### config.mk
export PLATFORM = sky130hd
export DESIGN_NAME = refclk_divider
export DESIGN_NICKNAME = d
export VERILOG_FILES = /design/src/rtl/refclk_div_pkg.sv /design/src/rtl/refclk_div_cfg.sv /design/src/rtl/refclk_div_fsm.sv /design/src/rtl/refclk_divider.sv
export SDC_FILE = /design/constraint.sdc
export NUM_CORES = 1
export LEC_CHECK = 0
export ABC_AREA = 1
export BUFFER_PORTS_ARGS = -buffer_cell sky130_fd_sc_hd__buf_2
export CAP_MARGIN = 0
export CORE_MARGIN = 8
export CORE_UTILIZATION = 57
export DETAILED_ROUTE_END_ITERATION = 8
export PLACE_DENSITY = 0.82
export SKIP_CTS_REPAIR_TIMING = 1
export SYNTH_ARGS = -nofsm -noshare
export SYNTH_HDL_FRONTEND = slang
export SYNTH_SLANG_ARGS = --single-unit
### constraint.sdc
create_clock -name clk -period 4.3 [get_ports clk]
set_input_delay 0.86 -clock clk [delete_from_list [all_inputs] [get_ports clk]]
set_output_delay 0.86 -clock clk [all_outputs]
set_load 0.01 [all_outputs]
### src/rtl/refclk_div_pkg.sv
package refclk_div_pkg;
    typedef enum logic [1:0] {
        PH_HIGH = 2'd0,
        PH_LOW  = 2'd1,
        PH_HOLD = 2'd2
    } phase_e;
endpackage

### src/rtl/refclk_div_cfg.sv
module refclk_div_cfg #(
    parameter int DATA_W    = 8,
    parameter int DIV_W     = 4,
    parameter int DIS_BIT   = 7,
    parameter int RESET_DIV = 11
) (
    input  logic              clk,
    input  logic              rst_n,
    input  logic              we,
    input  logic [DATA_W-1:0] wdata,
    input  logic              re,
    output logic [DATA_W-1:0] rdata,
    output logic [DIV_W-1:0]  div_q,
    output logic              dis_q
);
    always_ff @(posedge clk or negedge rst_n) begin
        if (!rst_n) begin
            div_q <= DIV_W'(RESET_DIV);
            dis_q <= 1'b0;
        end else if (we) begin
            div_q <= wdata[DIV_W-1:0];
            dis_q <= wdata[DIS_BIT];
        end
    end

    always_comb begin
        rdata = '0;
        if (re) begin
            rdata[DIV_W-1:0] = div_q;
            rdata[DIS_BIT]   = dis_q;
        end
    end
endmodule

### src/rtl/refclk_div_fsm.sv
module refclk_div_fsm
    import refclk_div_pkg::*;
#(
    parameter int DIV_W = 4
) (
    input  logic             clk,
    input  logic             rst_n,
    input  logic [DIV_W-1:0] div,
    input  logic             dis,
    output logic             clk_out
);
    localparam int LW = DIV_W + 2;

    phase_e          state_q, state_n;
    logic [LW-1:0]   cnt_q, cnt_n;
    logic [LW-1:0]   ratio, len_hi, len_lo, cnt_inc;
    logic            out_q;

    // Phase lengths follow the divisor currently held in the register.
    always_comb begin
        ratio   = (div == '0) ? LW'(2) : LW'(div) + LW'(1);
        len_hi  = (ratio + LW'(1)) >> 1;
        len_lo  = ratio >> 1;
        cnt_inc = cnt_q + LW'(1);
    end

    always_comb begin
        state_n = state_q;
        cnt_n   = cnt_q;
        if (dis) begin
            state_n = PH_HOLD;
        end else begin
            unique case (state_q)
                PH_HIGH: begin
                    if (cnt_inc >= len_hi) begin
                        state_n = PH_LOW;
                        cnt_n   = '0;
                    end else begin
                        cnt_n = cnt_inc;
                    end
                end
                PH_LOW: begin
                    if (cnt_inc >= len_lo) begin
                        state_n = PH_HIGH;
                        cnt_n   = '0;
                    end else begin
                        cnt_n = cnt_inc;
                    end
                end
                PH_HOLD: begin
                    state_n = PH_HIGH;
                    cnt_n   = '0;
                end
                default: begin
                    state_n = PH_HIGH;
                    cnt_n   = '0;
                end
            endcase
        end
    end

    always_ff @(posedge clk or negedge rst_n) begin
        if (!rst_n) begin
            state_q <= PH_HIGH;
            cnt_q   <= '0;
        end else begin
            state_q <= state_n;
            cnt_q   <= cnt_n;
        end
    end

    always_ff @(posedge clk or negedge rst_n) begin
        if (!rst_n) begin
            out_q <= 1'b1;
        end else begin
            out_q <= (state_n == PH_HIGH) || ((state_n == PH_HOLD) && out_q);
        end
    end

    assign clk_out = out_q;
endmodule

### src/rtl/refclk_divider.sv
module refclk_divider #(
    parameter int DATA_W    = 8,
    parameter int DIV_W     = 4,
    parameter int DIS_BIT   = 7,
    parameter int RESET_DIV = 11
) (
    input  logic              clk,
    input  logic              rst_n,
    input  logic              cfg_we,
    input  logic [DATA_W-1:0] cfg_wdata,
    input  logic              cfg_re,
    output logic [DATA_W-1:0] cfg_rdata,
    output logic              clk_out
);
    logic [DIV_W-1:0] div_q;
    logic             dis_q;

    refclk_div_cfg #(
        .DATA_W(DATA_W), .DIV_W(DIV_W), .DIS_BIT(DIS_BIT), .RESET_DIV(RESET_DIV)
    ) u_cfg (
        .clk(clk), .rst_n(rst_n), .we(cfg_we), .wdata(cfg_wdata),
        .re(cfg_re), .rdata(cfg_rdata), .div_q(div_q), .dis_q(dis_q)
    );

    refclk_div_fsm #(.DIV_W(DIV_W)) u_fsm (
        .clk(clk), .rst_n(rst_n), .div(div_q), .dis(dis_q), .clk_out(clk_out)
    );
endmodule

==> results of run 1 <==
## final cells by class
class | count | area (sq um)
timing repair buffer | 14 | 70.1
multi-input combinational | 99 | 611
sequential | 14 | 355
tap | 27 | 33.8
inverter | 29 | 109
fill | 172 | 667
clock buffer | 4 | 36.3
## through the flow
| step | util | cell area (sq um) | setup WS, ns | std cells |
|---|---|---|---|---|
| 2_1_floorplan | - | 1110 | 2.03 | 148 |
| 3_3_place_gp | 0.626 | 1180 | 1.86 | 183 |
| 3_5_place_dp | 0.626 | 1180 | 1.82 | 183 |
| 4_1_cts | 0.646 | 1210 | 1.79 | 187 |
| 5_1_grt | 0.646 | 1210 | 1.56 | 187 |
| 6_report | 0.646 | 1210 | 1.83 | 187 |
## worst paths after layout
check / start / slack, ns / end / cells after the start
max: u_cfg.div_q[0]$_DFFE_PN1P_ / 1.83 / u_fsm.clk_out$_DFF_PN1_ / 18
min: rst_n / 0.46 / u_fsm.cnt_q[0]$_DFFE_PN0N_ / 1
max reg2reg: u_cfg.div_q[0]$_DFFE_PN1P_ / 1.83 / u_fsm.clk_out$_DFF_PN1_ / 18
min reg2reg: u_fsm.clk_out$_DFF_PN1_ / 0.50 / u_fsm.clk_out$_DFF_PN1_ / 2
max in group asynchronous: rst_n / 3.56 / u_fsm.clk_out$_DFF_PN1_ / 1
min in group clk: u_fsm.clk_out$_DFF_PN1_ / 0.50 / u_fsm.clk_out$_DFF_PN1_ / 2
## placed cells by master (no fill, tap or decap), drive strengths merged, types with 4 or more instances in the layout
| cell | netlist | routed |
|---|---|---|
| ha | 13 | 13 |
| xor2 | 5 | 5 |
| inv | 29 | 29 |
| clkbuf | 2 | 4 |
| o21ai | 8 | 8 |
| nand3 | 7 | 7 |
| nor2 | 13 | 13 |
| nand2 | 39 | 39 |
| dfstp | 4 | 4 |
| dfrtp | 10 | 10 |
| buf | 4 | 14 |
| conb | 2 | 4 |
## worst max-delay path: cells and delay by family (launching register included)
family | cells | cell delay [ns]
and+or+nand+nor | 12 | 1.03
DFF | 1 | 0.56
buffers and inverters | 3 | 0.21
xor gates and xnor gates | 1 | 0.17
adders and majority gates | 2 | 0.45
## cell families after synthesis
logic type | after synthesis | share of synthesized area
AOI/OAI and AO/OA | 11 | 0.0568
other | 2 | 0.00681
and+or+nand+nor | 64 | 0.274
DFF | 14 | 0.322
adders and majority gates | 13 | 0.148
xor gates and xnor gates | 7 | 0.0624
buffers and inverters | 35 | 0.131
## registers in the layout, summed over array words and instances, names as in the netlist
register and cells:
u_cfg.div_q 4, u_fsm.clk_out 1, u_fsm.cnt_q 6, u_cfg.dis_q 1
u_fsm.state_q 2
## power breakdown
part / leakage (nW) / switching (mW) / internal, mW
registers: 0.175 / 0.0201 / 0.153
logic: 0.493 / 0.101 / 0.0673
clock network: 0.0210 / 0.0399 / 0.0514
total: 0.689 / 0.161 / 0.272
## per-layer routing
metal	part of all wire	GRT usage
met5	0	0
met4	0.0074	0.0510
met3	0.037	0.0151
met2	0.51	0.208
met1	0.45	0.155
==> results.md, run 1 <==
* PwrDens at 356 mW/mm^2
* Layout cells sized above 1 at 0.231
* Clk_lat worst skew at 0.27 ns
* Post-synth top cells: 35 x nand2_1, 24 x inv_1, 13 x ha_1, 12 x nor2_1, 10 x dfrtp_1
* Synthesized cell area at 0.00110 sq mm
* Routed length per instance at 10.2 microns
* Final Critical Period at 2.47 ns
* Min-Delay Path Class: primary input to async pin
* DR DRC count at 0
* Area of the core at 0.00188 sq mm
* DR pass1 iterations at 4
* Nets@finish at 186
* 1st-iter DRT viols at 14
* Top-count cell post-synth: nand2_1
* Antenna diodes at 0
* Vias at 885
* CTS tree: yes
* Post-Route Skew at 0.00283 ns
* Initial core utilization at 0.586
* Pleak at 0.689 nW
* Die ar. at 0.00360 sq mm
* Min Hold Slack at 0.460 ns
* FFs w/ async S/R, synth at 1.00
* Setup Viol. Count Final at 0
* Total wire length at 1900 microns
* Most used flip-flop cell after synthesis: dfrtp_1
* Seq/Total Area, Yosys at 0.322
* Status: finished, final reports clean
* CP Cell Sequence: inv_1 -> ha_1 -> nand3_1 -> inv_2 -> nor3_2 -> inv_2 -> nor2_1 -> xor2_1 -> ha_1 -> nand2_1 -> nand2_1 -> nand2_1 -> nand2_1 -> nand2_2 -> nand2_2 -> nand2_1 -> nand2_2 -> nor2_1
* Die width at 60.0 microns
* Hpwl dp at 1670 microns
* GR Overflow Total at 0
* Syn. warnings at 0
* Fin Setup TNS at 0 ns
* Synth top area cells: dfrtp_1 23%, ha_1 15%, nand2_1 12%
* Max clock buf depth at 2
* CTS buffer count at 3
* First-pass GRT wire length at 3520 microns
* Syn_area_per_cell at 7.55 sq um
* Worst-path clk slew at 0.08 ns
* Syn Inst Count at 146
* H-tree levels at 1
* Share of the synthesized area in the top cell type at 0.227
* Clk root buf: clkbuf_4
* Rows at 16
* Highest Clock Rate at 405 MHz
* Synthesis-stage register bit count at 14
* Critical Path Most Common Cell: nand2_1
* IO buf count at 14
* Crit Path Max Fanout at 5
* Initial antenna violation count at 0
* Largest net degree at the start of global routing at 15
* Crit path max-delay cell type: dfstp_2
* Final hold vios at 0
* Gpl congestion at 0.735
* Die Height at 60.0 microns
* WS Path Type: register to register
* Worst Path Arrival at 2.68 ns
* GRT Util Overall at 0.124
* Critical Path End Type: register
* Vias in the first global route at 898
* Max cap viols at 0
* Largest stage delay on the critical path at 0.56 ns
* P&R area growth vs syn at 10.2%
* WP data required at 4.51 ns
* Area leader, netlist: dfrtp_1
* Number of synthesized flops with an enable pin at 0
* Clock sinks at 14
* RSZ-0062 raised after global routing: false
* Slew Limit Fails at 0
* Antenna-violating nets left at 0
* Top Ports at 21
* Worst VDD drop at 0.244 mV
* Post-route clock period utilization at 0.574
* Tot Pwr at 0.433 mW
* Critical Path Source Type: register
* Vias/cell at 4.73
* Synth unique cells at 28
No activity file was read; power rests on OpenSTA's default activity.
==> run 2: changes to the inputs <==
--- a/config.mk
+++ b/config.mk
@@ -9,9 +9,9 @@
 export BUFFER_PORTS_ARGS = -buffer_cell sky130_fd_sc_hd__buf_2
 export CAP_MARGIN = 0
 export CORE_MARGIN = 8
-export CORE_UTILIZATION = 57
+export CORE_UTILIZATION = 49
 export DETAILED_ROUTE_END_ITERATION = 8
-export PLACE_DENSITY = 0.82
+export PLACE_DENSITY = 0.75
 export SKIP_CTS_REPAIR_TIMING = 1
 export SYNTH_ARGS = -nofsm -noshare
 export SYNTH_HDL_FRONTEND = slang
==> constraint.sdc (replaced) <==
create_clock -name clk -period 2.05 [get_ports clk]
set_input_delay 0.41 -clock clk [delete_from_list [all_inputs] [get_ports clk]]
set_output_delay 0.41 -clock clk [all_outputs]
set_load 0.01 [all_outputs]
==> run 2 against run 1 <==
The flow now finishes with violations (negative setup slack). Routed wire length increased by 21%. Global-route usage shrank 1.3 points. Final area is 13% higher. Worst setup slack got worse by 2.2 ns. Flip-flop and latch count stayed put. First-iteration DRC count increased by 14%. Critical endpoint is now u_fsm.cnt_q[0]$_DFFE_PN0N_. Largest power group is now combinational cells.
==> results.md, run 2 (synthesis results as in run 1) <==
* DR DRC count at 0
* Fin area at 0.00138 sq mm
* Total wire length at 2300 microns
* Critical Path End Type: register
* Die ar. at 0.00402 sq mm
* Crit path max-delay cell type: dfstp_2
* GRT Util Overall at 0.111
* Largest net degree at the start of global routing at 15
* Highest Clock Rate at 422 MHz
* Delay-heaviest family, CP: simple AND/OR/NAND/NOR gates
* Vias/cell at 4.69
* Layout cells sized above 1 at 0.364
* Die width at 63.4 microns
* Clock sinks at 14
* Status: finished with violations
* Clk pwr share at 0.193
* Post-Layout Cell Count at 201
* 1st-iter DRT viols at 16
* Pleak at 0.759 nW
* Antenna-violating nets left at 0
* WS Path Type: register to register
* Routed length per instance at 11.4 microns
* CP Cell Sequence: inv_2 -> ha_4 -> nand3_4 -> inv_4 -> or2_1 -> buf_4 -> ha_1 -> o21ai_1 -> a21boi_0 -> o21ai_1 -> nand3_1 -> nand2_4 -> nand2_2 -> nand2_2
* Post-Route Skew at 0.00756 ns
* Final worst slack at -0.321 ns
* First-pass GRT wire length at 3750 microns
* Most frequent cells in the layout: 28 x nand2_1, 22 x inv_1, 14 x buf_2
* Top Ports at 21
* Dpl cell area at 0.00128 sq mm
* DR pass1 iterations at 4
* Area of the core at 0.00217 sq mm
* H-tree levels at 1
* Max cap viols at 0
* CTS tree: yes
* Largest stage delay on the critical path at 0.56 ns
* Min-Delay Path Class: primary input to async pin
* Nets@finish at 199
* Top reg by flops: u_fsm.cnt_q
* Worst Path Arrival at 2.59 ns
* DP Cell Count at 195
* IO buf count at 14
* Setup Viol. Count Final at 7
* Gpl congestion at 0.865
* Top flop regs: u_fsm.cnt_q (6), u_cfg.div_q (4), u_fsm.state_q (2)
* Min Hold Slack at 0.00377 ns
* Rows at 17
* Crit Path Max Fanout at 4
* Failing checks: negative setup slack
* Final hold vios at 0
* Switching power at 0.381 mW
* WP data required at 2.27 ns
* Internal at 0.625 mW
* Slew Limit Fails at 0
* Hpwl dp at 1790 microns
* Clk_lat worst skew at 0.28 ns
* PwrDens at 729 mW/mm^2
* Post-route clock period utilization at 1.16
* Initial core utilization at 0.508
* GR Overflow Total at 0
* Critical Path Source Type: register
* Switching Fraction at 0.379
* Vias in the first global route at 948
* Die Height at 63.4 microns
* Combinational Power Share at 0.456
* RSZ-0062 raised after global routing: true
* Worst VDD drop at 0.516 mV
* Tot Pwr at 1.01 mW
* P&R area growth vs syn at 25.1%
* Antenna diodes at 0
* CTS buffer count at 3
* Final Critical Period at 2.37 ns
* Max clock buf depth at 2
* Initial antenna violation count at 0
* WP buf/inv at 3
* Flop pwr share at 0.352
* Worst-path clk slew at 0.09 ns
* Vias at 942
* Clk root buf: clkbuf_4
* Max FFs per register at 6
* Most common cell after layout, fill and taps aside: nand2_1
[run 2: path summary, 6_finish.rpt]
check	slack, ns	cells after the start	startpoint	endpoint
max in group asynchronous	1.76	1	rst_n	u_fsm.clk_out$_DFF_PN1_
min in group clk	0.34	3	cfg_wdata[2]	u_cfg.div_q[2]$_DFFE_PN0P_
worst min register to register	0.51	2	u_fsm.clk_out$_DFF_PN1_	u_fsm.clk_out$_DFF_PN1_
worst max register to register	-0.32	14	u_cfg.div_q[0]$_DFFE_PN1P_	u_fsm.cnt_q[0]$_DFFE_PN0N_
worst max-delay path	-0.32	14	u_cfg.div_q[0]$_DFFE_PN1P_	u_fsm.cnt_q[0]$_DFFE_PN0N_
worst min-delay path	0.004	1	rst_n	u_fsm.cnt_q[1]$_DFFE_PN0N_
[run 2: final cells by class]
class	instances	area [sq um]
Clock buffer	4	36.3
Fill cell	194	791
Inverter	29	111
Multi-Input combinational cell	99	673
Sequential cell	14	355
Tap cell	28	35.0
Timing Repair Buffer	27	168
[run 2: power groups by stage]
stage	sequential, mW	clock [mW]	combinational [mW]
2_1_floorplan	0.361	0	0.282
3_3_place_gp	0.354	0	0.403
3_5_place_dp	0.358	0	0.413
4_1_cts	0.353	0.199	0.417
5_1_grt	0.357	0.209	0.525
6_report	0.353	0.194	0.458
[run 2: through the flow]
step           utilization  setup TNS (ns)  setup slack [ns]
3_5_place_dp         0.590           -1.93            -0.304
6_report             0.636           -2.01            -0.321
2_1_floorplan            -           -1.10            -0.178
5_1_grt              0.636           -3.35            -0.517
3_3_place_gp         0.590           -1.80            -0.279
4_1_cts              0.607           -2.13            -0.330
[run 2: layer usage]
layer / track usage / vias to the layer above / wire [microns] / share of wire
li1: - / 498 / - / -
met1: 0.129 / 423 / 1010 / 0.44
met2: 0.188 / 19 / 1190 / 0.52
met3: 0.0247 / 2 / 79 / 0.034
met4: 0.0557 / 0 / 17 / 0.0074
met5: 0 / - / 0 / 0
==> run 3: changes to the inputs <==
--- a/config.mk
+++ b/config.mk
@@ -11,6 +11,7 @@
 export CORE_MARGIN = 8
 export CORE_UTILIZATION = 49
 export DETAILED_ROUTE_END_ITERATION = 8
+export HOLD_SLACK_MARGIN = 0.02
 export PLACE_DENSITY = 0.75
 export SKIP_CTS_REPAIR_TIMING = 1
 export SYNTH_ARGS = -nofsm -noshare
==> run 3 against run 2 <==
The flow still finishes with violations (negative setup slack). Worst setup slack improved by 0.0041 ns. Sequential share of layout area decreased by 0.19 points. Final area up 0.73%. Power hardly changed. Largest cell class unchanged. Largest power group unchanged.
==> results.md, run 3 (synthesis results as in run 1) <==
* Status: finished with violations
* Failing checks: negative setup slack
* Post-route clock period utilization at 1.15
* Top reg by flops: u_fsm.cnt_q
* Hold endpoint: u_cfg.div_q[2]$_DFFE_PN0P_
* Layout cells sized above 1 at 0.362
* Worst Path Arrival at 2.59 ns
* Die Height at 63.4 microns
* Final worst slack at -0.317 ns
* WP data required at 2.27 ns
* Delay-heaviest family, CP: simple AND/OR/NAND/NOR gates
* GR Overflow Total at 0
* Hold path startpoint: cfg_wdata[2]
* H-tree levels at 1
* First-pass GRT wire length at 3750 microns
* Nets@finish at 200
* IO buf count at 14
* Largest net degree at the start of global routing at 15
* Antenna diodes at 0
* Reg2reg path depth at 14
* Critical Path Source Type: register
* P&R area growth vs syn at 26.0%
* Setup slack, reg-to-reg at -0.32 ns
* Max cap viols at 0
* Top Ports at 21
* Critical Path End Type: register
* PwrDens at 724 mW/mm^2
* CTS buffer count at 3
* Fillers at 193
* Clock sinks at 14
* Antenna-violating nets left at 0
* Hold Crit Depth at 3
* Tot Pwr at 1.01 mW
* DP Cell Count at 195
* Most common cell after layout, fill and taps aside: nand2_1
* 1st-iter DRT viols at 14
* Vias/cell at 4.67
* Highest Clock Rate at 423 MHz
* Die ar. at 0.00402 sq mm
* Routed length per instance at 11.2 microns
* Initial antenna violation count at 0
* CP Cell Sequence: inv_2 -> ha_4 -> nand3_4 -> inv_4 -> or2_1 -> buf_4 -> ha_1 -> o21ai_1 -> a21boi_0 -> o21ai_1 -> nand3_1 -> nand2_4 -> nand2_2 -> nand2_2
* Setup Viol. Count Final at 7
* Max FFs per register at 6
* Vias in the first global route at 948
* Worst VDD drop at 0.512 mV
* Layer with the highest usage: met2
* Top flop regs: u_fsm.cnt_q (6), u_cfg.div_q (4), u_fsm.state_q (2)
* Worst-path clk slew at 0.09 ns
* Vias at 944
* Gpl congestion at 0.865
* Rows at 17
* Met2 Resource Use GR at 0.188
* RSZ-0062 raised after global routing: true
* Hpwl dp at 1790 microns
* Post-Layout Cell Count at 202
* Most frequent cells in the layout: 28 x nand2_1, 22 x inv_1, 14 x buf_2
* CTS tree: yes
* Met3 GRT Util at 0.0247
* Place WS at -0.304 ns
* RR Startpoint: u_cfg.div_q[0]$_DFFE_PN1P_
* Crit path max-delay cell type: dfstp_2
* Final Critical Period at 2.37 ns
* WP buf/inv at 3
* Min-Delay Path Class: primary input to register
* Initial core utilization at 0.508
* Crit Path Max Fanout at 4
* WS Path Type: register to register
* Total wire length at 2270 microns
* Clk root buf: clkbuf_4
* Fin area at 0.00139 sq mm
* Largest stage delay on the critical path at 0.56 ns
* Slew Limit Fails at 0
* Clk_lat worst skew at 0.28 ns
* Capture point of the worst reg-to-reg path: u_fsm.cnt_q[0]$_DFFE_PN0N_
* Pleak at 0.763 nW
* Dpl cell area at 0.00128 sq mm
* DR pass1 iterations at 4
* Die width at 63.4 microns
* Global-route met1 utilization at 0.129
* DR DRC count at 0
* Post-Route Skew at 0.00750 ns
* GRT Util Overall at 0.111
* Final hold vios at 0
* Max clock buf depth at 2
* Area of the core at 0.00217 sq mm
[run 3: cell types whose count changed in the layout (fill, tap and decap cells not counted), sizes merged]
cell,change
dlygate4sd3,+1
[run 3: routing by layer]
layer  wire length [microns]  part of all wire
met1                    1010              0.45
met2                    1160              0.51
met3                      78             0.034
met4                      17            0.0075
met5                       0                 0
[run 3: worst max path at each step]
stage / start / endpoint / slack [ns] / cells after the start
2_1_floorplan: u_cfg.div_q[0]$_DFFE_PN1P_ / u_fsm.cnt_q[0]$_DFFE_PN0N_ / -0.18 / 21
3_3_place_gp: u_cfg.div_q[0]$_DFFE_PN1P_ / u_fsm.cnt_q[2]$_DFFE_PN0N_ / -0.28 / 21
3_5_place_dp: u_cfg.div_q[0]$_DFFE_PN1P_ / u_fsm.cnt_q[0]$_DFFE_PN0N_ / -0.30 / 21
4_1_cts: u_cfg.div_q[0]$_DFFE_PN1P_ / u_fsm.cnt_q[2]$_DFFE_PN0N_ / -0.33 / 21
5_1_grt: u_cfg.div_q[0]$_DFFE_PN1P_ / u_fsm.cnt_q[0]$_DFFE_PN0N_ / -0.52 / 21
6_report: u_cfg.div_q[0]$_DFFE_PN1P_ / u_fsm.cnt_q[0]$_DFFE_PN0N_ / -0.32 / 14
[run 3: cell type report]
type,count,area [sq um],area share
timing repair buffer,28,178,0.128
inverter,29,111,0.0802
clock buffer,4,36.3,0.0261
tap,28,35.0,0.0252
multi-input combinational,99,673,0.485
sequential,14,355,0.256
[run 3: where the power goes]
part           leakage (nW)  internal, mW  total [mW]  switching, mW
logic                 0.567         0.197       0.459          0.262
registers             0.175         0.321       0.353         0.0324
clock network        0.0210         0.108       0.194         0.0862
total                 0.763         0.626        1.01          0.380
[run 3: per-stage QoR]
step | hold WS (ns) | util | TNS (ns)
2_1_floorplan | 0.114 | - | -1.10
3_3_place_gp | 0.311 | 0.590 | -1.80
3_5_place_dp | 0.315 | 0.590 | -1.93
4_1_cts | 0.00918 | 0.607 | -2.13
5_1_grt | 0.360 | 0.640 | -3.35
6_report | 0.341 | 0.640 | -1.99
[run 3: tightest hold or removal path: cells and delay by family]
family                 cells  cell delay (ns)
buffers and inverters      1             0.07
AOI/OAI and AO/OA          1             0.05
and+or+nand+nor            1             0.04
